## src/rtl/pgm_pkg.sv

```systemverilog
package pgm_pkg;
  localparam int unsigned DST_IDX_W = 6;
  localparam int unsigned AGG_W     = 4;
  localparam int unsigned CLS_W     = 3;
  localparam int unsigned AGG_BASE  = 64;
  localparam int unsigned SRC_BASE  = 80;
  localparam int unsigned CPU_ENTRY = 58;
  localparam int unsigned FLOOD_LO  = 59;
  localparam int unsigned FLOOD_HI  = 63;

  typedef enum logic [CLS_W-1:0] {
    CLS_UCAST = 3'd0,
    CLS_L2MC  = 3'd1,
    CLS_IP4MC = 3'd2,
    CLS_IP6MC = 3'd3,
    CLS_BCAST = 3'd4,
    CLS_CPU   = 3'd5
  } miss_cls_e;
endpackage

```

## src/rtl/pgm_table.sv

```systemverilog
module pgm_table
  import pgm_pkg::*;
#(
  parameter int unsigned NP    = 10,
  parameter int unsigned IDX_W = 7
) (
  input  logic             clk_i,
  input  logic             rst_ni,
  input  logic             wr_en_i,
  input  logic [IDX_W-1:0] wr_idx_i,
  input  logic [NP:0]      wr_data_i,
  input  logic             rd_en_i,
  input  logic [IDX_W-1:0] rd_idx_i,
  output logic [NP:0]      rd_data_o
);
  localparam int unsigned W       = NP + 1;
  localparam int unsigned ENTRIES = SRC_BASE + NP + 1;
  localparam int unsigned LAST    = ENTRIES - 1;

  logic [W-1:0] mem_q [ENTRIES];
  logic [W-1:0] rd_q;

  function automatic logic [W-1:0] rst_val(int e);
    if (e < int'(NP))                                return W'(1) << e;
    else if (e == int'(CPU_ENTRY))                   return W'(1) << NP;
    else if (e >= int'(FLOOD_LO) && e <= int'(FLOOD_HI)) return '1;
    else if (e < int'(AGG_BASE))                     return '0;
    else if (e < int'(SRC_BASE))                     return '1;
    else                                             return ~(W'(1) << (e - int'(SRC_BASE)));
  endfunction

  wire wr_ok = wr_en_i && (int'(wr_idx_i) <= int'(LAST));
  wire rd_ok = int'(rd_idx_i) <= int'(LAST);

  always_ff @(posedge clk_i or negedge rst_ni) begin
    if (!rst_ni) begin
      for (int e = 0; e < int'(ENTRIES); e++) mem_q[e] <= rst_val(e);
    end else if (wr_ok) begin
      mem_q[wr_idx_i] <= wr_data_i;
    end
  end

  always_ff @(posedge clk_i or negedge rst_ni) begin
    if (!rst_ni)      rd_q <= '0;
    else if (rd_en_i) rd_q <= rd_ok ? mem_q[rd_idx_i] : '0;
  end

  assign rd_data_o = rd_q;


  oob_read_zero_chk: assert property (@(posedge clk_i) disable iff (!rst_ni)
    (rd_en_i && !rd_ok) |=> (rd_data_o == '0));

  single_port_chk: assert property (@(posedge clk_i) disable iff (!rst_ni)
    !(wr_en_i && rd_en_i));
endmodule

```

## src/rtl/pgm_index_gen.sv

```systemverilog
module pgm_index_gen
  import pgm_pkg::*;
#(
  parameter int unsigned PORT_W   = 4,
  parameter int unsigned IDX_W    = 7,
  parameter int unsigned FL_CPU   = 58,
  parameter int unsigned FL_UCAST = 59,
  parameter int unsigned FL_L2MC  = 60,
  parameter int unsigned FL_IP4MC = 61,
  parameter int unsigned FL_IP6MC = 62,
  parameter int unsigned FL_BCAST = 63
) (
  input  logic                 hit_i,
  input  logic [DST_IDX_W-1:0] dst_i,
  input  logic [CLS_W-1:0]     cls_i,
  input  logic [AGG_W-1:0]     aggr_i,
  input  logic [PORT_W-1:0]    port_i,
  output logic [IDX_W-1:0]     dst_idx_o,
  output logic [IDX_W-1:0]     agg_idx_o,
  output logic [IDX_W-1:0]     src_idx_o
);
  logic [IDX_W-1:0] flood_idx;

  always_comb begin
    unique case (miss_cls_e'(cls_i))
      CLS_UCAST: flood_idx = IDX_W'(FL_UCAST);
      CLS_L2MC:  flood_idx = IDX_W'(FL_L2MC);
      CLS_IP4MC: flood_idx = IDX_W'(FL_IP4MC);
      CLS_IP6MC: flood_idx = IDX_W'(FL_IP6MC);
      CLS_BCAST: flood_idx = IDX_W'(FL_BCAST);
      default:   flood_idx = IDX_W'(FL_CPU);
    endcase
  end

  assign dst_idx_o = hit_i ? IDX_W'(dst_i) : flood_idx;
  assign agg_idx_o = IDX_W'(AGG_BASE) + IDX_W'(aggr_i);
  assign src_idx_o = IDX_W'(SRC_BASE) + IDX_W'(port_i);
endmodule

```

## src/rtl/pgm_seq.sv

```systemverilog
module pgm_seq #(
  parameter int unsigned NP    = 10,
  parameter int unsigned IDX_W = 7
) (
  input  logic             clk_i,
  input  logic             rst_ni,
  input  logic             start_i,
  input  logic [IDX_W-1:0] dst_idx_i,
  input  logic [IDX_W-1:0] agg_idx_i,
  input  logic [IDX_W-1:0] src_idx_i,
  output logic             rd_req_o,
  output logic [IDX_W-1:0] rd_idx_o,
  input  logic             gnt_i,
  input  logic [NP:0]      rd_data_i,
  output logic             busy_o,
  output logic             res_valid_o,
  input  logic             res_ready_i,
  output logic [NP:0]      res_mask_o
);
  localparam int unsigned NREADS = 3;
  localparam int unsigned CNT_W  = $clog2(NREADS + 1);

  logic [IDX_W-1:0] idx_q [NREADS];
  logic [CNT_W-1:0] n_iss_q, n_got_q;
  logic             busy_q, pend_q, valid_q;
  logic [NP:0]      acc_q, mask_q;

  assign rd_req_o = busy_q && (n_iss_q != CNT_W'(NREADS));

  always_comb begin
    case (n_iss_q)
      CNT_W'(0): rd_idx_o = idx_q[0];
      CNT_W'(1): rd_idx_o = idx_q[1];
      default:   rd_idx_o = idx_q[2];
    endcase
  end

  wire issue = rd_req_o && gnt_i;
  wire last  = pend_q && (n_got_q == CNT_W'(NREADS - 1));

  always_ff @(posedge clk_i or negedge rst_ni) begin
    if (!rst_ni) begin
      for (int k = 0; k < int'(NREADS); k++) idx_q[k] <= '0;
      n_iss_q <= '0;
      n_got_q <= '0;
      busy_q  <= 1'b0;
      pend_q  <= 1'b0;
      valid_q <= 1'b0;
      acc_q   <= '0;
      mask_q  <= '0;
    end else begin
      pend_q <= issue;
      if (issue) n_iss_q <= n_iss_q + CNT_W'(1);
      // capture own read data even when the port is taken by the host
      if (pend_q) begin
        acc_q   <= (n_got_q == '0) ? rd_data_i : (acc_q & rd_data_i);
        n_got_q <= n_got_q + CNT_W'(1);
      end
      if (valid_q && res_ready_i) valid_q <= 1'b0;
      if (last) begin
        mask_q  <= acc_q & rd_data_i;
        valid_q <= 1'b1;
        busy_q  <= 1'b0;
      end
      if (start_i) begin
        idx_q[0] <= dst_idx_i;
        idx_q[1] <= agg_idx_i;
        idx_q[2] <= src_idx_i;
        n_iss_q  <= '0;
        n_got_q  <= '0;
        busy_q   <= 1'b1;
      end
    end
  end

  assign busy_o      = busy_q;
  assign res_valid_o = valid_q;
  assign res_mask_o  = mask_q;


  res_hold_chk: assert property (@(posedge clk_i) disable iff (!rst_ni)
    (valid_q && !res_ready_i) |=> (valid_q && $stable(mask_q)));

  read_order_chk: assert property (@(posedge clk_i) disable iff (!rst_ni)
    (n_got_q <= n_iss_q) && (n_iss_q <= CNT_W'(NREADS)));

  start_idle_chk: assert property (@(posedge clk_i) disable iff (!rst_ni)
    start_i |-> (!busy_q && !pend_q));
endmodule

```

## src/rtl/pgm_resolver.sv

```systemverilog
module pgm_resolver
  import pgm_pkg::*;
#(
  parameter int unsigned NUM_PORTS = 10,
  parameter int unsigned FL_CPU    = 58,
  parameter int unsigned FL_UCAST  = 59,
  parameter int unsigned FL_L2MC   = 60,
  parameter int unsigned FL_IP4MC  = 61,
  parameter int unsigned FL_IP6MC  = 62,
  parameter int unsigned FL_BCAST  = 63,
  localparam int unsigned W        = NUM_PORTS + 1,
  localparam int unsigned PORT_W   = $clog2(NUM_PORTS + 1),
  localparam int unsigned IDX_W    = $clog2(SRC_BASE + NUM_PORTS + 1)
) (
  input  logic                 clk_i,
  input  logic                 rst_ni,
  input  logic                 desc_valid_i,
  output logic                 desc_ready_o,
  input  logic                 desc_hit_i,
  input  logic [DST_IDX_W-1:0] desc_dst_i,
  input  logic [CLS_W-1:0]     desc_cls_i,
  input  logic [AGG_W-1:0]     desc_aggr_i,
  input  logic [PORT_W-1:0]    desc_port_i,
  output logic                 res_valid_o,
  input  logic                 res_ready_i,
  output logic [W-1:0]         res_mask_o,
  input  logic                 cfg_we_i,
  input  logic                 cfg_re_i,
  input  logic [IDX_W-1:0]     cfg_idx_i,
  input  logic [W-1:0]         cfg_wdata_i,
  output logic                 cfg_rvalid_o,
  output logic [W-1:0]         cfg_rdata_o
);
  logic [IDX_W-1:0] dst_idx, agg_idx, src_idx, seq_idx, tbl_rd_idx;
  logic             seq_req, seq_busy, tbl_rd_en, host_rd, start, rvalid_q;
  logic [W-1:0]     tbl_rd_data;

  assign host_rd    = cfg_re_i && !cfg_we_i;
  assign tbl_rd_en  = !cfg_we_i && (cfg_re_i || seq_req);
  assign tbl_rd_idx = cfg_re_i ? cfg_idx_i : seq_idx;

  assign desc_ready_o = !seq_busy && (!res_valid_o || res_ready_i) && !cfg_we_i;
  assign start        = desc_valid_i && desc_ready_o;

  pgm_index_gen #(
    .PORT_W(PORT_W), .IDX_W(IDX_W), .FL_CPU(FL_CPU), .FL_UCAST(FL_UCAST),
    .FL_L2MC(FL_L2MC), .FL_IP4MC(FL_IP4MC), .FL_IP6MC(FL_IP6MC), .FL_BCAST(FL_BCAST)
  ) i_index_gen (
    .hit_i(desc_hit_i), .dst_i(desc_dst_i), .cls_i(desc_cls_i),
    .aggr_i(desc_aggr_i), .port_i(desc_port_i),
    .dst_idx_o(dst_idx), .agg_idx_o(agg_idx), .src_idx_o(src_idx)
  );

  pgm_table #(.NP(NUM_PORTS), .IDX_W(IDX_W)) i_table (
    .clk_i, .rst_ni,
    .wr_en_i(cfg_we_i), .wr_idx_i(cfg_idx_i), .wr_data_i(cfg_wdata_i),
    .rd_en_i(tbl_rd_en), .rd_idx_i(tbl_rd_idx), .rd_data_o(tbl_rd_data)
  );

  pgm_seq #(.NP(NUM_PORTS), .IDX_W(IDX_W)) i_seq (
    .clk_i, .rst_ni, .start_i(start),
    .dst_idx_i(dst_idx), .agg_idx_i(agg_idx), .src_idx_i(src_idx),
    .rd_req_o(seq_req), .rd_idx_o(seq_idx), .gnt_i(!cfg_we_i && !cfg_re_i),
    .rd_data_i(tbl_rd_data), .busy_o(seq_busy),
    .res_valid_o(res_valid_o), .res_ready_i(res_ready_i), .res_mask_o(res_mask_o)
  );

  always_ff @(posedge clk_i or negedge rst_ni) begin
    if (!rst_ni) rvalid_q <= 1'b0;
    else         rvalid_q <= host_rd;
  end

  assign cfg_rvalid_o = rvalid_q;
  assign cfg_rdata_o  = tbl_rd_data;


  accept_slot_chk: assert property (@(posedge clk_i) disable iff (!rst_ni)
    start |=> !res_valid_o);

  host_read_chk: assert property (@(posedge clk_i) disable iff (!rst_ni)
    cfg_rvalid_o |-> $past(cfg_re_i));
endmodule

```

## config.mk

```make
export PLATFORM = sky130hd
export DESIGN_NAME = pgm_resolver
export DESIGN_NICKNAME = d
export VERILOG_FILES = /design/src/rtl/pgm_pkg.sv /design/src/rtl/pgm_table.sv /design/src/rtl/pgm_index_gen.sv /design/src/rtl/pgm_seq.sv /design/src/rtl/pgm_resolver.sv
export SDC_FILE = /design/constraint.sdc
export NUM_CORES = 2
export LEC_CHECK = 0
export ABC_CLOCK_PERIOD_IN_PS = 4200
export BUFFER_PORTS_ARGS = -buffer_cell sky130_fd_sc_hd__buf_2
export CAP_MARGIN = 20
export CELL_PAD_IN_SITES_DETAIL_PLACEMENT = 0
export CELL_PAD_IN_SITES_GLOBAL_PLACEMENT = 1
export CORE_UTILIZATION = 43
export DETAILED_ROUTE_END_ITERATION = 16
export GPL_TIMING_DRIVEN = 0
export PLACE_DENSITY = 0.71
export SETUP_SLACK_MARGIN = 0.05
export SLEW_MARGIN = 10
export SYNTH_ARGS = -nofsm -noshare
export SYNTH_HDL_FRONTEND = slang
export SYNTH_SLANG_ARGS = --single-unit
```

## constraint.sdc

```tcl
create_clock -name clk_i -period 4.2 [get_ports clk_i]
set_input_delay 0.84 -clock clk_i [delete_from_list [all_inputs] [get_ports clk_i]]
set_output_delay 0.84 -clock clk_i [all_outputs]
set_load 0.02 [all_outputs]
```

==> summary by stage <==
Status
The run finished, with violations left. The final reports fail on setup timing.

Global routing
The largest net degree at the start of global routing is 150. The number of antenna violations at the first check in global routing is 11. The sum of overflow across all layers after global routing is 0. The first-pass GRT wire length is 259000 um. In the global route stage, overall resource usage came out at 31.8%.

The via count of the first global-routing pass is between 30000 and 40000.

Detailed routing
The first-pass iteration count of the detailed router is 6. For this block, the via count after detailed routing is roughly 33000. Dividing the detail-routed wire length by the instance count gives about 34 um. The post-route antenna net violation count is 0. After the first detailed-routing iteration, the DRC count stood at between 3000 and 4000. The overall routed net length is between 150000 and 200000 um.

The number of vias per cell is ~6.2. The final routed DRC violation total is 0.

Die
The die is approximately 340 um tall. The starting density of the core is 43.6%. The die footprint is roughly 120000 um^2.

The initialized floorplan defines roughly 120 standard-cell rows. The I/O pin total is 67. The horizontal die dimension is between 300 and 400 um. In this run the standard cell core region covers approximately 110000 um^2.

Setup path
On the worst path, the slowest cell contributes a delay of 0.43 ns. In this run the worst path has a maximum fanout of 10. By instance count, the cell type seen most on the critical path is buf_2. The launching element type of the critical path is a flop. The buffering stage count on the worst path with inverters included is 4.

The critical path crosses 12 cells after its start point. Counting cells, the worst reg-to-reg path comes to 12. The kind of cell with the highest combined delay along the critical path is buffers and inverters. The slowest cell on the critical path is dfrtp_1. The critical path goes through ha_1 -> buf_2 -> nor3b_2 -> o31a_1 -> buf_2 -> buf_2 -> buf_6 -> mux4_2 -> a22oi_1 -> nand3_1 -> nand3_1 -> o2111ai_1. The required time at the worst-slack endpoint is roughly 4.7 ns. The critical path is of the flop to flop type. Data arrives at the worst endpoint at 4.76 ns. The worst setup path is captured at a flop.

Clocking
The number of CTS-inserted buffers is ~120. The clock-pin slew of the registers on the worst-case setup and hold paths is about 0.060 ns. The number of H-tree levels is 3. The clock latency of the later-clocked register in the worst-skew pair is roughly 0.7 ns. The longest clock path from root to sink contains 3 buffers. The tree is rooted in a clkbuf_16. TritonCTS built the clock tree.

For this design, the sink count on the clock tree is about 1100.

Cells and area
The filler cell count in the final layout is 9977. The number of cells in the finished layout apart from fillers is 5382. Leaving out fill and tap cells, the most frequent cell in the layout is mux2_2. The signed area change from the synthesized netlist to the final layout is 13.8%. The top cell types in the final layout, fill and taps aside, are mux2_2, dfrtp_1, dfstp_2. The area taken by multi-input logic gates is approximately 21000 um^2. The register area is between 20000 and 30000 um^2.

At the end of the flow the core is filled with cells to between 40 and 50%. The share of cells above drive strength 1 is a little over 50%. The number of nets at the end of the flow is between 3000 and 4000.

Placed design
The placed cell count is 5162. After legalization and detailed placement, the total HPWL measured between 100000 and 150000 um. The worst setup timing slack at the placement stage is -0.899 ns.

The weighted congestion reported at the end of routability-driven placement is 0.967. Input and output buffers added on the ports amount to 52.

Yosys
The netlist area before placement is about 49000 um^2. For this run, the leading register cell type out of synthesis is dfrtp_1. The Yosys step of the flow raised 0 warnings. The synthesized design contains 0 enable-type register cells. Counting distinct cell types in the post-synthesis netlist gives 71. Summing the sequential cell areas from Yosys gives a little over half of the chip area. In this run, synthesis produced a sequential element count of about 1100.

The number of nets in the synthesized netlist is 3635. In the synthesized netlist the async set-or-reset flop fraction comes to 100%. The average instance in the mapped netlist occupies approximately 14 um^2. The gate count after technology mapping is ~3600.

Pwr
The power dissipated by switching net loads is ~0.012 W. The clock network is responsible for 32.2% of the overall power. The internal cell power is about 0.020 W. The switching fraction of total power is 37.5%. The power per cell area is approximately 580 nW/um^2.

For this design the static power due to leakage is 24.9 nW. The highest ir drop seen on vdd is around 0.00037 V. In this run, the combinational gates consume a little under a third of the power. Of the total power, registers draw between 30% and 40%.

Timing
The worst path uses 101% of the clock period. In this run the tightest slew margin relative to its limit is between 10 and 15%. The final-report hold violation count is 0. Setup repair after global routing could not meet its margin everywhere. In the final timing run, aggregate negative setup slack is -0.0430 ns.

The clock skew is 0.0337 ns. The slack of the critical path is -0.0371 ns. On the final layout, the worst hold slack is 0.0329 ns. The slew at the pin closest to its max-slew limit is approximately 1.3 ns. Setup violations remaining at the end of the flow were counted as 3. The final-report max-slew violation count is 0. The smallest clock period supported by the final layout is computed as ~4.2 ns. The maximum operating frequency is 236 MHz.

Worst hold path
The class of the most critical hold timing path is input port to asynchronous set/reset pin.

Run
Max-cap violations in this run came to 0.
through the flow:
stage / power [W] / instance area (um^2)
finish: 0.0324 / 56100
global route: 0.0330 / 56100
CTS: 0.0319 / 55900
detailed placement: 0.0214 / 51900
global placement: 0.0212 / 51400
floorplan: 0.0165 / 49300
power by group through the flow:
stage | logic, W | registers (W) | clock network [W]
after global placement | 0.00940 | 0.0118 | 0
after detailed placement | 0.00957 | 0.0119 | 0
final | 0.0102 | 0.0117 | 0.0104
after CTS | 0.00975 | 0.0117 | 0.0105
after global routing | 0.0102 | 0.0118 | 0.0109
after floorplan | 0.00472 | 0.0118 | 0
worst reg2reg max path, delay by kind of cell (launching register included):
family | cells | cell delay [ns]
mux | 1 | 0.44
compound gates | 3 | 0.77
flops | 1 | 0.43
buf+inv | 4 | 1.31
simple gates | 3 | 0.83
fa+ha+maj | 1 | 0.28
flip-flops by register name (all words and copies together) (netlist names):
register	flops
i_seq.res_mask_o	11
i_table.mem_q	1001
i_seq.res_valid_o	1
i_seq.pend_q	1
i_seq.idx_q	15
i_seq.acc_q	11
i_table.rd_data_o	11
i_seq.n_got_q	2
i_seq.n_iss_q	2
cfg_rvalid_o	1
i_seq.busy_o	1
repair_timing:
action	in CTS	in global routing
hold buffers	0	0
pin swaps	1	0
endpoints found under the setup margin	11	9
gates resized for setup	66	42
setup buffers	2	0
gates cloned	0	0
endpoints found under the hold margin	0	0
cell families after synthesis:
| group | after synthesis | share of synthesized area [%] |
|---|---|---|
| buffers and inverters | 356 | 3.50 |
| DFF | 1057 | 54.6 |
| AOI/OAI and AO/OA | 384 | 5.34 |
| adders and majority gates | 5 | 0.127 |
| and+or+nand+nor | 487 | 4.14 |
| xor gates and xnor gates | 4 | 0.0711 |
| muxes | 1295 | 32.3 |
layout make-up:
type                            instances  area share [%]
Antenna cell                            6          0.0268
Buffer                                330            3.22
Clock buffer                          175            6.20
Clock inverter                         38           0.689
Inverter                               23           0.154
Multi-Input combinational cell       2175            37.1
Sequential cell                      1057            48.0
Tap cell                             1500            3.35
Timing Repair Buffer                   78            1.31
layer usage:
metal  part of all wire (%)  track usage (%)  up-vias
met3                     10             8.41      396
met2                     43             45.9     1626
met5                 0.0060                0        -
met4                    5.2             14.3        2
li1                       -                -    13452
met1                     42             44.9    17840
worst paths after layout:
path	from	endpoint	slack [ns]
worst max-delay path	i_seq.n_iss_q[0]$_DFFE_PN0P_	i_table.rd_data_o[7]$_DFFE_PN0P_	-0.04
worst min register to register	i_seq.res_mask_o[7]$_DFFE_PN0P_	i_seq.res_mask_o[7]$_DFFE_PN0P_	0.47
worst max register to register	i_seq.n_iss_q[0]$_DFFE_PN0P_	i_table.rd_data_o[7]$_DFFE_PN0P_	-0.04
worst min-delay path	rst_ni	i_table.mem_q[953]$_DFFE_PN0P_	0.03
max in group asynchronous	rst_ni	i_table.mem_q[388]$_DFFE_PN0P_	1.96
min in group clk_i	desc_port_i[0]	i_seq.idx_q[0]$_DFFE_PN0P_	0.32
synth_stat cells, types with 14 or more instances:
cell,number,area (um^2)
dfstp_2,352,9250
mux2i_1,155,1550
buf_1,55,206
nor3_1,14,70.1
o221ai_1,55,482
buf_6,24,270
a22oi_1,21,158
nand2_1,238,893
clkbuf_1,139,522
a21oi_1,123,616
mux4_2,126,2840
nand3_1,40,200
mux2_2,1006,11300
o22ai_1,28,175
dfrtp_1,705,17600
buf_2,99,495
o21ai_0,43,215
a32oi_1,14,123
inv_1,23,86.3
nor2_1,149,559
Note: power is estimated with default switching activity, not from simulation.
